[src/rtl/lsu_lane_pkg.sv]
package lsu_lane_pkg;
  localparam int DW    = 32;
  localparam int LANES = DW / 8;
  localparam int OFF_W = $clog2(LANES);

  typedef enum logic [1:0] {
    ACC_BYTE = 2'd0,
    ACC_HALF = 2'd1,
    ACC_WORD = 2'd2,
    ACC_WIDE = 2'd3
  } acc_size_e;

  // Physical lane holding a given address offset for the chosen byte order.
  function automatic logic [OFF_W-1:0] lane_of(logic [OFF_W-1:0] off, logic big);
    return big ? (OFF_W'(LANES - 1) - off) : off;
  endfunction

  function automatic logic [OFF_W-1:0] half_base(logic [OFF_W-1:0] off);
    return {off[OFF_W-1:1], 1'b0};
  endfunction

  function automatic logic [LANES-1:0] lane_mask(acc_size_e sz, logic [OFF_W-1:0] off, logic big);
    logic [LANES-1:0] m;
    m = '0;
    case (sz)
      ACC_BYTE: m[lane_of(off, big)] = 1'b1;
      ACC_HALF: begin
        m[lane_of(half_base(off), big)]        = 1'b1;
        m[lane_of(half_base(off) | 1'b1, big)] = 1'b1;
      end
      default: m = '1;
    endcase
    return m;
  endfunction

  function automatic logic [DW-1:0] replicate(acc_size_e sz, logic [DW-1:0] d);
    case (sz)
      ACC_BYTE: return {LANES{d[7:0]}};
      ACC_HALF: return {(LANES/2){d[15:0]}};
      default:  return d;
    endcase
  endfunction

  function automatic logic [7:0] pick_byte(logic [DW-1:0] w, logic [OFF_W-1:0] lane);
    return w[8*int'(lane) +: 8];
  endfunction

  function automatic logic [DW-1:0] extract(acc_size_e sz, logic [OFF_W-1:0] off, logic big,
                                           logic [DW-1:0] w);
    logic [OFF_W-1:0] lo_off, hi_off;
    lo_off = big ? (half_base(off) | 1'b1) : half_base(off);
    hi_off = big ? half_base(off) : (half_base(off) | 1'b1);
    case (sz)
      ACC_BYTE: return {{(DW-8){1'b0}}, pick_byte(w, lane_of(off, big))};
      ACC_HALF: return {{(DW-16){1'b0}}, pick_byte(w, lane_of(hi_off, big)),
                        pick_byte(w, lane_of(lo_off, big))};
      default:  return w;
    endcase
  endfunction
endpackage

[src/rtl/lsu_agen.sv]
module lsu_agen #(
  parameter int ADDR_W = 32
) (
  input  logic              clk,
  input  logic              rst_n,
  input  logic              req_valid,
  input  logic [ADDR_W-1:0] base_in,
  input  logic [ADDR_W-1:0] offset_in,
  input  logic              offset_sub,
  input  logic              pre_index,
  input  logic              writeback,
  output logic [ADDR_W-1:0] eff_addr,
  output logic [ADDR_W-1:0] moved_base,
  output logic              base_wb
);
  function automatic logic [ADDR_W-1:0] step(logic [ADDR_W-1:0] b, logic [ADDR_W-1:0] o,
                                             logic neg);
    return neg ? (b - o) : (b + o);
  endfunction

  logic [ADDR_W-1:0] moved_w;
  logic              wants_wb_w;

  assign moved_w    = step(base_in, offset_in, offset_sub);
  assign wants_wb_w = ~pre_index | writeback;

  assign moved_base = moved_w;
  assign eff_addr   = pre_index ? moved_w : base_in;
  assign base_wb    = req_valid & wants_wb_w;

  assert_post_uses_base_R3: assert property (@(posedge clk) disable iff (!rst_n)
    (req_valid && !pre_index) |-> (eff_addr == base_in));
  assert_pre_uses_moved_R2: assert property (@(posedge clk) disable iff (!rst_n)
    (req_valid && pre_index) |-> (eff_addr == moved_base));
  assert_post_always_wb_R5: assert property (@(posedge clk) disable iff (!rst_n)
    (req_valid && !pre_index) |-> base_wb);
  assert_idle_no_wb_R5: assert property (@(posedge clk) disable iff (!rst_n)
    !req_valid |-> !base_wb);
endmodule

[src/rtl/lsu_store_lanes.sv]
module lsu_store_lanes
  import lsu_lane_pkg::*;
(
  input  logic                 clk,
  input  logic                 rst_n,
  input  logic                 req_valid,
  input  logic                 is_store,
  input  acc_size_e            size,
  input  logic [OFF_W-1:0]     addr_off,
  input  logic                 big_endian,
  input  logic [DW-1:0]        store_data,
  output logic [LANES-1:0]     byte_en,
  output logic [DW-1:0]        wdata,
  output logic                 we
);
  logic [LANES-1:0] mask_w;

  assign mask_w  = lane_mask(size, addr_off, big_endian);
  assign byte_en = req_valid ? mask_w : '0;
  assign wdata   = replicate(size, store_data);
  assign we      = req_valid & is_store;

  assert_byte_one_lane_R6: assert property (@(posedge clk) disable iff (!rst_n)
    (req_valid && size == ACC_BYTE) |-> ($countones(byte_en) == 1));
  assert_half_pair_R6: assert property (@(posedge clk) disable iff (!rst_n)
    (req_valid && size == ACC_HALF) |-> (byte_en == 4'b0011 || byte_en == 4'b1100));
  assert_idle_no_lanes_R6: assert property (@(posedge clk) disable iff (!rst_n)
    !req_valid |-> (byte_en == '0));
  assert_byte_replicated_R7: assert property (@(posedge clk) disable iff (!rst_n)
    (size == ACC_BYTE) |-> (wdata[31:24] == store_data[7:0] && wdata[15:8] == store_data[7:0]));
  assert_we_needs_valid_R10: assert property (@(posedge clk) disable iff (!rst_n)
    we |-> (req_valid && is_store));
endmodule

[src/rtl/lsu_load_lanes.sv]
module lsu_load_lanes
  import lsu_lane_pkg::*;
(
  input  logic             clk,
  input  logic             rst_n,
  input  acc_size_e        size,
  input  logic [OFF_W-1:0] addr_off,
  input  logic             big_endian,
  input  logic [DW-1:0]    rdata,
  output logic [DW-1:0]    load_data
);
  assign load_data = extract(size, addr_off, big_endian, rdata);

  assert_byte_zero_ext_R8: assert property (@(posedge clk) disable iff (!rst_n)
    (size == ACC_BYTE) |-> (load_data[31:8] == '0));
  assert_half_zero_ext_R9: assert property (@(posedge clk) disable iff (!rst_n)
    (size == ACC_HALF) |-> (load_data[31:16] == '0));
  assert_word_pass_R9: assert property (@(posedge clk) disable iff (!rst_n)
    (size == ACC_WORD || size == ACC_WIDE) |-> (load_data == rdata));
endmodule

[src/rtl/lsu_addr_lane_unit.sv]
module lsu_addr_lane_unit
  import lsu_lane_pkg::*;
#(
  parameter int ADDR_W = 32
) (
  input  logic              clk,
  input  logic              rst_n,
  input  logic              cfg_big_endian,
  input  logic              req_valid,
  input  logic [ADDR_W-1:0] base_in,
  input  logic [ADDR_W-1:0] offset_in,
  input  logic              offset_sub,
  input  logic              pre_index,
  input  logic              writeback,
  input  logic [1:0]        acc_size,
  input  logic              is_store,
  input  logic [DW-1:0]     store_data,
  input  logic [DW-1:0]     mem_rdata,
  output logic [ADDR_W-1:0] mem_addr,
  output logic [LANES-1:0]  mem_byte_en,
  output logic [DW-1:0]     mem_wdata,
  output logic              mem_we,
  output logic [DW-1:0]     load_data,
  output logic [ADDR_W-1:0] base_next,
  output logic              base_wb
);
  logic      big_q;
  acc_size_e size_w;

  // Byte order follows the config pin only while reset is held.
  always_ff @(posedge clk) begin
    if (!rst_n) big_q <= cfg_big_endian;
  end

  assign size_w = acc_size_e'(acc_size);

  lsu_agen #(.ADDR_W(ADDR_W)) u_agen (
    .clk        (clk),
    .rst_n      (rst_n),
    .req_valid  (req_valid),
    .base_in    (base_in),
    .offset_in  (offset_in),
    .offset_sub (offset_sub),
    .pre_index  (pre_index),
    .writeback  (writeback),
    .eff_addr   (mem_addr),
    .moved_base (base_next),
    .base_wb    (base_wb)
  );

  lsu_store_lanes u_store (
    .clk        (clk),
    .rst_n      (rst_n),
    .req_valid  (req_valid),
    .is_store   (is_store),
    .size       (size_w),
    .addr_off   (mem_addr[OFF_W-1:0]),
    .big_endian (big_q),
    .store_data (store_data),
    .byte_en    (mem_byte_en),
    .wdata      (mem_wdata),
    .we         (mem_we)
  );

  lsu_load_lanes u_load (
    .clk        (clk),
    .rst_n      (rst_n),
    .size       (size_w),
    .addr_off   (mem_addr[OFF_W-1:0]),
    .big_endian (big_q),
    .rdata      (mem_rdata),
    .load_data  (load_data)
  );

  assert_order_frozen_R1: assert property (@(posedge clk) disable iff (!rst_n)
    $past(rst_n) |-> $stable(big_q));
endmodule

[config.mk]
export PLATFORM = sky130hd
export DESIGN_NAME = lsu_addr_lane_unit
export DESIGN_NICKNAME = d
export VERILOG_FILES = /design/src/rtl/lsu_lane_pkg.sv /design/src/rtl/lsu_agen.sv /design/src/rtl/lsu_store_lanes.sv /design/src/rtl/lsu_load_lanes.sv /design/src/rtl/lsu_addr_lane_unit.sv
export SDC_FILE = /design/constraint.sdc
export NUM_CORES = 1
export LEC_CHECK = 0
export ABC_AREA = 1
export BUFFER_PORTS_ARGS = -buffer_cell sky130_fd_sc_hd__buf_2
export CORE_MARGIN = 2
export CORE_UTILIZATION = 47
export DETAILED_ROUTE_END_ITERATION = 10
export GPL_ROUTABILITY_DRIVEN = 0
export PLACE_DENSITY_LB_ADDON = 0.15
export SYNTH_ARGS = -nofsm -noshare
export SYNTH_HDL_FRONTEND = slang
export SYNTH_SLANG_ARGS = --single-unit
[constraint.sdc]
create_clock -name clk -period 2.73 [get_ports clk]
set_input_delay 0.1365 -clock clk [delete_from_list [all_inputs] [get_ports clk]]
set_output_delay 0.1365 -clock clk [all_outputs]
set_load 0.01 [all_outputs]
# --- Yosys cells after proc, flatten, opt, wreduce, memory -nomap -nowiden ---
# Cells that the tools add are included.
totals:
  reg_bits: 1
  input_bits: 138
  out_inout_bits: 134
  word_cells: 46
classes:
  addsub: 7
  order_cmp: 6
  eq_ne: 1
  shifts: 3
  muxes: 19
  bitwise_logic: 5
  reduce_logical: 4
op_table:
  columns: ["operator", "count"]
  rows:
  - ["one-hot mux 32 bit (2 select lines)", 2]
  - ["indexed part select 32 x 6 -> 8 bit", 3]
  - ["2-to-1 mux 32 bit", 2]
  - ["adder 32 bit", 1]
  - ["subtractor 32 bit", 1]
  - ["2-to-1 mux 2 bit", 5]
  - ["subtractor 2 bit, first input constant", 5]
  - ["less-than comparator 2 x 3 -> 1 bit, second input constant", 3]
  - ["one-hot mux 4 bit (2 select lines)", 1]
  - ["demux 1 bit (select 2 bit)", 3]
  - ["greater-or-equal comparator 2 x 1 -> 1 bit, second input constant", 3]
  - ["2-to-1 mux 1 bit", 5]
  - ["2-to-1 mux 4 bit", 1]
  - ["bitwise OR 4 bit", 1]
  - ["logical AND 1 bit", 3]
  - ["bitwise AND 1 bit", 2]
  - ["equality test 2 x 1 -> 1 bit, second input constant", 1]
  - ["logical NOT 2 bit", 1]
  - ["NOT 1 bit", 1]
  - ["bitwise OR 1 bit", 1]

# --- Depth between registers and ports, before layout ---
logic_depth:
  ltp_word: 12
  depth_mapped: 22
  ltp_nobuf: 22

# --- Cells and area by module ---
# From an unflattened synthesis, not the netlist that was laid out.
unflattened:
  hier_cells: 975
  area_unflattened_um2: 4810.9
modules_own_cells:
  columns: ["module", "n_inst", "cells_each", "area_per_inst_um2", "seq_area_each_um2"]
  rows:
  - ["lsu_agen", 1, 727, 3548.4, 0.0]
  - ["lsu_load_lanes", 1, 140, 711.9, 0.0]
  - ["lsu_store_lanes", 1, 106, 516.7, 0.0]
  - ["lsu_addr_lane_unit", 1, 2, 33.8, 30.0]

# --- Worst setup path after synthesis ---
# No wires, ideal clock.
synth_timing:
  path_kind: "input to output"
  from: "input port offset_in[0]"
  to: "output port mem_addr[15]"
  arrival_ps: 2317
  required_ps: 2594
  slack_ps: 276
  cell_stages: 18
  path_buffers: 0
  path_cell_list: "inv_1 > ha_1 > nand3_1 > nor3_1 > nand2_1 > nand2_1 > xnor2_1 > inv_1 > ha_1 > nand2_1 > nor2_1 > inv_1 > nor2_1 > nand2_1 > nand2_1 > xor2_1 > nand2_1 > nand2_1"
synth_via:
  elab_chain_len: 3
  word_cells_on_any_way: 4
  cone_classes: "add/sub (2); mux (2)"
synth_rtl:
  columns: ["item", "line_no", "text"]
  rows:
  - ["from (decl)", "lsu_addr_lane_unit.sv:11", "input logic [ADDR_W-1:0] offset_in,"]
  - ["adder 32 bit / subtractor 32 bit (equally long branches)", "lsu_agen.sv:18", "return neg ? (b - o) : (b + o);"]
  - ["2-to-1 mux 32 bit *", "lsu_agen.sv:18", null]
  - ["named net base_next[15]", "lsu_addr_lane_unit.sv:24", "output logic [ADDR_W-1:0] base_next,"]
  - ["2-to-1 mux 32 bit *", "lsu_agen.sv:28", "assign eff_addr = pre_index ? moved_w : base_in;"]
  - ["to (decl)", "lsu_addr_lane_unit.sv:19", "output logic [ADDR_W-1:0] mem_addr,"]
# Mark *: on every way through the listed nets, which the timed path passes. The rest lies on a longest branch.

# --- Worst setup path in the final report ---
layout_timing:
  from: "input port offset_in[19]"
  to: "output port mem_addr[28]"
layout_via:
  elab_chain_len: 3
  word_cells_on_any_way: 4
  cone_classes: "add/sub (2); mux (2)"
layout_rtl:
  columns: ["item", "line_no"]
  rows:
  - ["adder 32 bit / subtractor 32 bit (equally long branches)", "lsu_agen.sv:18"]
  - ["2-to-1 mux 32 bit *", "lsu_agen.sv:18"]
  - ["2-to-1 mux 32 bit *", "lsu_agen.sv:28"]
# Every way passes the cells marked *; elsewhere a longest branch is shown, timed or not.

==> out/summary.log <==
qor: final_layout.final_layout_size_suffix_gt1_frac 0.463
qor: sta.final_critical_path_setup_slack -0.533 ns
qor: pwr.ir_drop 0.194 mV
qor: sta.worst_slew_pin_slew 0.586 ns
qor: sta.number_of_hold_violations_in_the_final_report 0
qor: routing.detail_route.first_pass.iterations 11
qor: job.drv.max_cap_violation_count 0
qor: pwr.total_leakage_power 0.00503 uW
qor: global_route.overall_global_routing_usage 0.350
qor: hold_path.hold_path.startpoint cfg_big_endian
qor: synth.synthCells 1,031
qor: critical_path.crit_path_start offset_in[19]
qor: critical_path.critical_path_arrival 3.13 ns
qor: sta.final.hold.worst_slack 0.320 ns
qor: routing.initialDrtViolationCount 1,498
qor: critical_path.worst_path_max_delay_cell nor4_1
qor: die.die_w 106 um
qor: final_layout.layout.nets 1,561
qor: synth.synth_top_cells_by_area nand2_1 34%, inv_1 16%, ha_1 8.2%, nor2_1 6.4%, xor2_1 6.0%
qor: global_route.grt_max_degree 33
qor: die.rows 37
qor: die.core_area 0.0102 sq mm
qor: sta.post-route-period-util 1.20
qor: sta.grt_setup_unrepaired yes
qor: hold_path.hp-class input pin to flop
qor: synth.synth-warning-count 0
qor: global_route.grt_antenna_before_repair 1
qor: sta.report.final.slew_viol_count 0
qor: critical_path.critical_path.startpoint_type input pin
qor: synth.flip_flop_and_latch_count_after_synthesis 1
qor: critical_path.list_of_cells_traversed_by_the_critical_path buf_2 > buf_4 > nor4_1 > a21oi_1 > xnor2_1 > ha_1 > nand2_2 > inv_2 > nand2_2 > inv_1 > nand2_2 > inv_1 > a21oi_2 > nand2_1 > nand2_1 > nand3_1 > nand2_1 > buf_2
qor: routing.routed_wire_length_per_instance 17.7 um
qor: clock_network.ctsHoldBuffers 0
qor: critical_path.timing.critical_path.max_delay_family simple AND/OR/NAND/NOR gates
qor: routing.vias 8,771
qor: synth.async_flop_share 0
qor: synth.synthFlopType edfxtp_1
qor: sta.final.min_clock_period 3.26 ns
qor: sta.achievable-frequency 306 MHz
qor: placed_design.place_hpwl 17.0 mm
qor: outcome.status complete, but fails checks
qor: die.die_footprint 0.0112 sq mm
qor: routing.drtAntennaViolNets 0
qor: synth.synth.yosys.seq_area_share 0.00618
qor: critical_path.cp_slowest_stage_delay 0.50 ns
qor: routing.via_per_inst 5.75
qor: synth.synth_cell_type_count 35
qor: final_layout.largest_register_by_flop_count big_q
qor: final_layout.largest_reg_flops 1
qor: critical_path.worst-endpoint-required 2.59 ns
qor: global_route.grt_pass1_wl 32.0 mm
qor: sta.setup-tns-final -12.05 ns
qor: global_route.global_route.overflow_total 0
qor: placed_design.numPortBuffers 271
qor: sta.finalSetupViolations 50
qor: critical_path.cp-end-kind output pin
qor: pwr.power.density_cell_area 332 mW/mm^2
qor: die.floorplan.die.height 106 um
qor: synth.cell_with_the_most_instances_after_synthesis nand2_1
qor: synth.ys_top_cells_by_count 439 x nand2_1, 207 x inv_1, 83 x nor2_1
qor: synth.postSynthAreaPerCell 4.71 sq um
qor: global_route.via_count_of_the_first_global_routing_pass 6,931
qor: critical_path.path_class input pin to output pin
qor: synth.synthDominantCellAreaShare 0.339
qor: final_layout.largestRegisters big_q (1)
qor: synth.syn-num-nets 1,202
qor: outcome.violations DRC, setup timing
qor: routing.totalWireLength 27.0 mm
qor: die.boundaryPins 272
qor: die.initial_utilization 0.477
qor: clock_network.clock_input_transition_at_the_sequential_cells_of_the_worst_setup_and_hold_paths 0 ns
qor: synth.syn_area 0.00486 sq mm
qor: critical_path.critical_path_peak_fanout 4
qor: critical_path.buf_inv_on_cp 6
qor: synth.synth_edf_count 1
qor: synth.synth_top_cell_by_area nand2_1
qor: sta.slew_headroom 0.608
qor: routing.number_of_drc_violations_after_detailed_routing 65
qor: final_layout.area_growth_syn_to_layout 71.9%
==> power breakdown <==
group          switching, uW  internal (uW)  total (uW)
registers              0.360           18.6        18.9
clock network              0      0.0000493   0.0000493
logic                   1630           1130        2750
total                   1630           1140        2770
==> area by class of cell <==
class	count	area [sq um]
fillers	669	1840
well taps	136	170
inverters	208	801
repair buffers	386	2330
diodes	1	2.50
flip-flops and latches	1	30.0
multi-input cells	793	5010
==> what timing repair did <==
action	4_1_cts	5_1_grt
resized for setup	81	251
pin swaps	40	90
setup buffers	4	11
hold endpoints to repair	0	0
setup endpoints to repair	47	53
==> path summary, 6_finish.rpt <==
path / slack [ns] / cells after the start / endpoint
worst min-delay path: 0.32 / 1 / big_q
worst max-delay path: -0.53 / 18 / mem_addr[28]
==> kinds of logic after synthesis <==
kind of cell	count (synthesis)	share of synthesized area
flops	1	0.00618
buf+inv	237	0.192
fa+ha+maj	33	0.0866
compound gates	98	0.116
xor+xnor	46	0.0884
simple gates	616	0.511
==> routing by layer <==
| layer | routed length (um) | GRT usage | vias up |
|---|---|---|---|
| met5 | 0 | 0 | - |
| met4 | 2490 | 0.112 | 0 |
| met3 | 3620 | 0.0458 | 274 |
| met2 | 11800 | 0.624 | 847 |
| met1 | 9020 | 0.433 | 3807 |
| li1 | - | - | 3843 |
==> cell usage in the layout, fill, tap and decap left out, types with 5 or more instances in the layout <==
cell	netlist	final
a21oi_1	35	17
a21oi_2	0	16
and2_1	15	11
buf_2	4	263
buf_4	8	104
buf_6	1	16
ha_1	32	12
ha_4	0	18
inv_1	207	179
inv_2	1	22
inv_4	0	6
nand2_1	439	343
nand2_2	0	82
nand2_4	0	14
nand3_1	53	39
nand3_2	0	13
nand3b_1	8	8
nand4_1	7	7
nor2_1	83	45
nor2_2	0	21
nor2_4	0	17
nor3_2	0	5
o211ai_1	15	15
o21ai_0	29	20
o21ai_2	1	7
o22ai_1	8	8
xnor2_1	11	8
xor2_1	33	21
xor2_2	1	13
==> stage by stage <==
stage | instances | cell area (sq um) | total power (uW) | utilization | setup slack (ns)
after floorplan | 1031 | 4860 | 1200 | - | 0.276
after global routing | 1525 | 8350 | 2920 | 0.819 | -0.644
after CTS | 1513 | 7340 | 2160 | 0.720 | -0.0605
final | 1525 | 8350 | 2770 | 0.819 | -0.533
after global placement | 1509 | 6990 | 2050 | 0.687 | -0.219
after detailed placement | 1509 | 6990 | 2070 | 0.687 | -0.302
Power figures use the tool's default switching activity.
